==> config.mk <==
export PLATFORM = sky130hd
export DESIGN_NAME = sio_flag_ctrl
export DESIGN_NICKNAME = d
export VERILOG_FILES = /design/src/rtl/sio_flag_pkg.sv /design/src/rtl/sio_flag_cell.sv /design/src/rtl/sio_tx_hold.sv /design/src/rtl/sio_rx_hold.sv /design/src/rtl/sio_flag_ctrl.sv
export SDC_FILE = /design/constraint.sdc
export NUM_CORES = 1
export LEC_CHECK = 0
export ABC_AREA = 1
export BUFFER_PORTS_ARGS = -buffer_cell sky130_fd_sc_hd__buf_4
export CAP_MARGIN = 20
export CELL_PAD_IN_SITES_DETAIL_PLACEMENT = 1
export CELL_PAD_IN_SITES_GLOBAL_PLACEMENT = 2
export CORE_MARGIN = 2
export CORE_UTILIZATION = 28
export CTS_BUF_LIST = sky130_fd_sc_hd__clkbuf_4
export CTS_CLUSTER_DIAMETER = 60
export DETAILED_ROUTE_END_ITERATION = 12
export GPL_TIMING_DRIVEN = 1
export PLACE_DENSITY_LB_ADDON = 0.1
export SETUP_SLACK_MARGIN = 0.02
export SLEW_MARGIN = 5
export SYNTH_ARGS = -nofsm -noshare
export SYNTH_HDL_FRONTEND = slang
export SYNTH_SLANG_ARGS = --single-unit
==> constraint.sdc <==
create_clock -name clk -period 2.2 [get_ports clk]
set_input_delay 0.44 -clock clk [delete_from_list [all_inputs] [get_ports clk]]
set_output_delay 0.44 -clock clk [all_outputs]
set_load 0.05 [all_outputs]
==> src/rtl/sio_flag_pkg.sv <==
package sio_flag_pkg;
    localparam int DATA_W = 8;
    localparam int ADDR_W = 2;
    localparam int NFLAG  = 3;

    // flag index i sits at status bit DATA_W-1-i
    localparam int FL_TXE = 0;
    localparam int FL_RXF = 1;
    localparam int FL_OVR = 2;

    typedef enum logic [ADDR_W-1:0] {
        SEL_STAT = 2'd0,
        SEL_TXH  = 2'd1,
        SEL_RXH  = 2'd2,
        SEL_NONE = 2'd3
    } reg_sel_e;

    typedef struct packed {
        logic flag;
        logic arm;
    } cell_st_t;
endpackage

==> src/rtl/sio_flag_cell.sv <==
module sio_flag_cell
    import sio_flag_pkg::*;
#(
    parameter bit INIT = 1'b0
) (
    input  logic clk,
    input  logic rst_n,
    input  logic init,
    input  logic set_evt,
    input  logic rd_stat,
    input  logic wr_stat,
    input  logic wr_bit,
    output logic flag_o
);
    cell_st_t st_d, st_q;

    always_comb begin
        st_d = st_q;
        if (rd_stat && st_q.flag) begin
            st_d.arm = 1'b1;
        end
        if (wr_stat) begin
            if (!wr_bit && st_q.arm) begin
                st_d.flag = 1'b0;
            end
            st_d.arm = 1'b0;
        end
        if (set_evt) begin
            st_d.flag = 1'b1;
        end
        if (init) begin
            st_d.flag = INIT;
            st_d.arm  = 1'b0;
        end
    end

    always_ff @(posedge clk or negedge rst_n) begin
        if (!rst_n) begin
            st_q <= '{flag: INIT, arm: 1'b0};
        end else begin
            st_q <= st_d;
        end
    end

    assign flag_o = st_q.flag;


    set_wins_chk: assert property (@(posedge clk) disable iff (!rst_n)
        (set_evt && !init) |=> flag_o);


    no_unarmed_clear_chk: assert property (@(posedge clk) disable iff (!rst_n)
        (st_q.flag && !st_q.arm && !init) |=> st_q.flag);


    init_value_chk: assert property (@(posedge clk) disable iff (!rst_n)
        init |=> (st_q.flag == INIT) && !st_q.arm);
endmodule

==> src/rtl/sio_tx_hold.sv <==
module sio_tx_hold
    import sio_flag_pkg::*;
#(
    parameter int DW = DATA_W
) (
    input  logic          clk,
    input  logic          rst_n,
    input  logic          standby,
    input  logic          tx_en,
    input  logic          tx_load,
    input  logic          wr_txh,
    input  logic [DW-1:0] wdata,
    input  logic          empty_q,
    output logic          set_empty,
    output logic [DW-1:0] hold_o
);
    logic [DW-1:0] hold_d, hold_q;

    always_comb begin
        hold_d    = hold_q;
        set_empty = tx_load || !tx_en || standby;
        if (wr_txh && !empty_q) begin
            hold_d = wdata;
        end
    end

    always_ff @(posedge clk or negedge rst_n) begin
        if (!rst_n) begin
            hold_q <= '0;
        end else begin
            hold_q <= hold_d;
        end
    end

    assign hold_o = hold_q;


    tx_write_ignored_chk: assert property (@(posedge clk) disable iff (!rst_n)
        (wr_txh && empty_q) |=> $stable(hold_o));


    tx_write_taken_chk: assert property (@(posedge clk) disable iff (!rst_n)
        (wr_txh && !empty_q) |=> (hold_o == $past(wdata)));


    tx_load_contract_chk: assert property (@(posedge clk) disable iff (!rst_n)
        tx_load |-> !empty_q);
endmodule

==> src/rtl/sio_rx_hold.sv <==
module sio_rx_hold
    import sio_flag_pkg::*;
#(
    parameter int DW = DATA_W
) (
    input  logic          clk,
    input  logic          rst_n,
    input  logic          standby,
    input  logic          rx_en,
    input  logic          rx_done,
    input  logic          rx_err,
    input  logic [DW-1:0] rx_data,
    input  logic          full_q,
    input  logic          ovr_q,
    output logic          set_full,
    output logic          set_ovr,
    output logic [DW-1:0] hold_o
);
    logic [DW-1:0] hold_d, hold_q;
    logic          frame_ok;

    always_comb begin
        frame_ok = rx_done && !rx_err && rx_en && !standby && !ovr_q;
        set_full = frame_ok && !full_q;
        set_ovr  = frame_ok && full_q;
        hold_d   = hold_q;
        if (set_full) begin
            hold_d = rx_data;
        end
    end

    always_ff @(posedge clk or negedge rst_n) begin
        if (!rst_n) begin
            hold_q <= '0;
        end else begin
            hold_q <= hold_d;
        end
    end

    assign hold_o = hold_q;


    ovr_freeze_chk: assert property (@(posedge clk) disable iff (!rst_n)
        ovr_q |=> $stable(hold_o));


    full_keeps_byte_chk: assert property (@(posedge clk) disable iff (!rst_n)
        full_q |=> $stable(hold_o));


    rx_capture_chk: assert property (@(posedge clk) disable iff (!rst_n)
        (rx_done && rx_en && !rx_err && !standby && !full_q && !ovr_q)
        |=> (hold_o == $past(rx_data)));


    rx_disabled_chk: assert property (@(posedge clk) disable iff (!rst_n)
        (!rx_en || rx_err) |=> $stable(hold_o));
endmodule

==> src/rtl/sio_flag_ctrl.sv <==
module sio_flag_ctrl
    import sio_flag_pkg::*;
#(
    parameter int DW = DATA_W,
    parameter int AW = ADDR_W
) (
    input  logic          clk,
    input  logic          rst_n,
    input  logic          standby,
    input  logic          tx_en,
    input  logic          rx_en,
    input  logic          bus_rd,
    input  logic          bus_wr,
    input  logic [AW-1:0] bus_addr,
    input  logic [DW-1:0] bus_wdata,
    output logic [DW-1:0] bus_rdata,
    input  logic          tx_load,
    output logic [DW-1:0] tx_data,
    input  logic          rx_done,
    input  logic          rx_err,
    input  logic [DW-1:0] rx_data,
    output logic          tx_empty,
    output logic          rx_full,
    output logic          rx_overrun
);
    localparam int PAD_W = DW - NFLAG;

    logic             rd_stat, wr_stat, wr_txh;
    logic [NFLAG-1:0] set_vec;
    logic [NFLAG-1:0] flag_vec;
    logic [NFLAG-1:0] stat_bits;
    logic [DW-1:0]    rx_hold;

    always_comb begin
        rd_stat = bus_rd && !bus_wr && (bus_addr == SEL_STAT);
        wr_stat = bus_wr && (bus_addr == SEL_STAT);
        wr_txh  = bus_wr && (bus_addr == SEL_TXH);
    end

    sio_tx_hold #(.DW(DW)) u_tx (
        .clk       (clk),
        .rst_n     (rst_n),
        .standby   (standby),
        .tx_en     (tx_en),
        .tx_load   (tx_load),
        .wr_txh    (wr_txh),
        .wdata     (bus_wdata),
        .empty_q   (flag_vec[FL_TXE]),
        .set_empty (set_vec[FL_TXE]),
        .hold_o    (tx_data)
    );

    sio_rx_hold #(.DW(DW)) u_rx (
        .clk      (clk),
        .rst_n    (rst_n),
        .standby  (standby),
        .rx_en    (rx_en),
        .rx_done  (rx_done),
        .rx_err   (rx_err),
        .rx_data  (rx_data),
        .full_q   (flag_vec[FL_RXF]),
        .ovr_q    (flag_vec[FL_OVR]),
        .set_full (set_vec[FL_RXF]),
        .set_ovr  (set_vec[FL_OVR]),
        .hold_o   (rx_hold)
    );

    for (genvar i = 0; i < NFLAG; i++) begin : g_flag
        sio_flag_cell #(.INIT(i == FL_TXE)) u_cell (
            .clk     (clk),
            .rst_n   (rst_n),
            .init    (standby),
            .set_evt (set_vec[i]),
            .rd_stat (rd_stat),
            .wr_stat (wr_stat),
            .wr_bit  (bus_wdata[DW-1-i]),
            .flag_o  (flag_vec[i])
        );
        assign stat_bits[NFLAG-1-i] = flag_vec[i];
    end

    assign tx_empty   = flag_vec[FL_TXE];
    assign rx_full    = flag_vec[FL_RXF];
    assign rx_overrun = flag_vec[FL_OVR];

    always_comb begin
        unique case (bus_addr)
            SEL_STAT: bus_rdata = {stat_bits, {PAD_W{1'b0}}};
            SEL_TXH:  bus_rdata = tx_data;
            SEL_RXH:  bus_rdata = rx_hold;
            default:  bus_rdata = '0;
        endcase
    end


    tx_load_empties_chk: assert property (@(posedge clk) disable iff (!rst_n)
        tx_load |=> tx_empty);


    standby_flags_chk: assert property (@(posedge clk) disable iff (!rst_n)
        standby |=> (tx_empty && !rx_full && !rx_overrun));


    rx_off_flags_chk: assert property (@(posedge clk) disable iff (!rst_n)
        (!rx_en && !bus_wr && !standby) |=> ($stable(rx_full) && $stable(rx_overrun)));


    ovr_blocks_full_chk: assert property (@(posedge clk) disable iff (!rst_n)
        (rx_overrun && !rx_full && !standby) |=> !rx_full);
endmodule

==> results.cfg <==
[final_layout]
final_common_cell = nand2_1
final_cell_mix = 62 x nand2_1, 46 x buf_4, 21 x dfrtp_1
n_antenna_cell = 0
nFillCells = 492
drive_above_1_share_pct = 33.5
final_nets = 220
instances_no_fill = 239
syn_to_final_growth_pct = 39.7

[floorplan]
core_area_um2 = 3720
die_h_um = 66.5
dieWidth_um = 66.5
start_util_pct = 29.4
dieArea_um2 = 4420
rows = 22
ioPinCount = 47

[synthesis]
synthCells = 141
syn_nets = 169
synth_area_leaders = dfrtp_1 48%, nand2_1 21%, nand3_1 8.2%
synth_area_um2 = 1090
synth_seq_area_share_pct = 50.5
synth_top_area_cell = dfrtp_1
ys_types = 17
ys_ff_latch = 22
ys_warn_count = 0
synth_area_per_cell_um2 = 7.76
synth_top_area_share_pct = 48.1

[drt]
wl_met2_mm = 1.70
wl_met3_um = 123
wl_mm = 3.12
wl_per_cell_um = 13.0
vias_per_cell = 4.52
drc_errors = 0
top_layer_used = met4
vias = 1081
antenna_left = 0
firstDrtPassIters = 4
drt-initial-drc-count = 26
wl_met1_mm = 1.28

[placed_design]
post-place-cells = 234
portBuffers = 46
place_ws_ns = 0.454
dpl.hpwl_mm = 2.46
gp_congestion = 0.785

[global_route]
grt_start_max_net_pins = 23
grt_pass1_wl_mm = 5.20
antenna_found_initial = 0
grt_pass1_vias = 1146
grt.total_usage_pct = 15.7
grt.overflow.total = 0

[critical_path]
crit_chain = nand2_1 > nand3_1 > buf_4
cp-startpoint = g_flag[0].u_cell.flag_o
critPathBufInv = 1
rrSetupSlack_ns = 0.98
cp.arrival_ns = 1.31
cp_slowest_cell = dfstp_2
critical_path.max_stage_delay_ns = 0.62
r2r-start = g_flag[1].u_cell.flag_o
critPathMaxFanout = 5
rr_endpoint = u_rx.hold_o[2]
required_ns = 1.76
endpoint_kind = output port
cp_num_cells = 3
cpLargestDelayFamily = flip-flops
crit_type = reg2out
start_kind = register
ff2ff_path_depth = 4

[status]
status = completed

[power_and_ir_drop]
p_total_mw = 0.887
max-vdd-ir-drop_uv = 215
p_per_area_nw_per_um2 = 581
power.leakage_nw = 0.831

[timing]
setup_viol = 0
skew_ns = 0.0126
layout_setup_ws_ns = 0.450
fin_crit_sh_pct = 79.5
worst_pin_slew_ns = 0.343
max_slew_margin_pct = 77.1
rsz0062_at_grt = no
fin_crit_ns = 1.75
slew_violations = 0
tns_ns = 0
hold_violations = 0
fmax_ghz = 0.572

[clock_tree]
cts_tree = yes
cts_buffers = 3
root_buffer = clkbuf_4
clk_latency_ns = 0.31
cts_setup_buffers = 0
cts_sinks = 22
clkTransAtPathRegs_ns = 0.13
h-tree-depth = 1
cts.path.max_buffers = 2

[hold_path]
holdCritStartpoint = tx_load
min_to = g_flag[0].u_cell.flag_o
hold_class = in2reg
hold_depth = 3

[run]
maxCapViolations = 0
==> through the flow <==
step,hold slack [ns],util (%),cell area [µm²]
3_3_place_gp,0.352,40.1,1490
3_5_place_dp,0.354,40.1,1490
2_1_floorplan,0.144,-,1090
4_1_cts,0.310,41.1,1530
6_report,0.318,41.1,1530
5_1_grt,0.329,41.1,1530
==> worst max path at each step <==
| stage | endpoint | slack (ns) |
|---|---|---|
| 5_1_grt | bus_rdata[0] | 0.36 |
| 3_5_place_dp | bus_rdata[0] | 0.45 |
| 2_1_floorplan | bus_rdata[5] | 0.58 |
| 6_report | bus_rdata[7] | 0.45 |
| 3_3_place_gp | bus_rdata[0] | 0.46 |
| 4_1_cts | bus_rdata[7] | 0.43 |
==> power breakdown <==
part / leakage, nW / total, mW / switching (mW) / internal [mW]
registers: 0.290 / 0.468 / 0.0250 / 0.443
clock network: 0.0154 / 0.192 / 0.125 / 0.0662
logic: 0.526 / 0.227 / 0.144 / 0.0827
==> tightest hold or removal path: stages <==
cell and delay [ns]:
buf_4 0.08, nor3b_1 0.04, nand2_1 0.05
==> what timing repair did <==
| item | in CTS | in global routing |
|---|---|---|
| resized for setup | 0 | 0 |
| endpoints found under the hold margin | 11 | 0 |
| hold buffers | 1 | 0 |
==> synthesized netlist by cell type <==
cell     instances
nand2_2          4
dfstp_2          1
inv_2            3
nand4_2          1
nor2_4           3
dfrtp_1         21
inv_1           10
nor3b_1          1
o21ai_0          1
nand2_1         62
a21oi_1          3
buf_4            1
o21ai_1          3
nand4_1          3
nand3_1         18
nor2_2           3
nor2_1           3
==> area by class of cell <==
| type | instances | area, µm² | share of cell area [%] |
|---|---|---|---|
| multi-input combinational | 105 | 485 | 31.8 |
| inverter | 13 | 48.8 | 3.19 |
| sequential | 22 | 552 | 36.1 |
| timing repair buffer | 47 | 355 | 23.3 |
| clock buffer | 3 | 22.5 | 1.47 |
| clock inverter | 1 | 3.75 | 0.246 |
| tap | 48 | 60.1 | 3.93 |
==> metal layers <==
layer	vias up	GRT usage, %
li1	544	-
met1	513	18.4
met2	22	29.5
met3	2	2.03
met4	0	4.59
met5	-	0
==> sequential cells by signal, indices dropped and copies added, names as in the netlist <==
register / count
u_rx.hold_o: 8
g_flag.u_cell.flag_o: 3
u_tx.hold_o: 8
g_flag.u_cell.st_q: 3
==> cells by family after synthesis <==
group | after synthesis | synth area share (%)
buffers and inverters | 14 | 5.15
AND/OR/NAND/NOR | 98 | 41.2
AO/OA/AOI/OAI | 7 | 3.20
flip-flops | 22 | 50.5
Note: power is estimated with default switching activity, not from simulation.
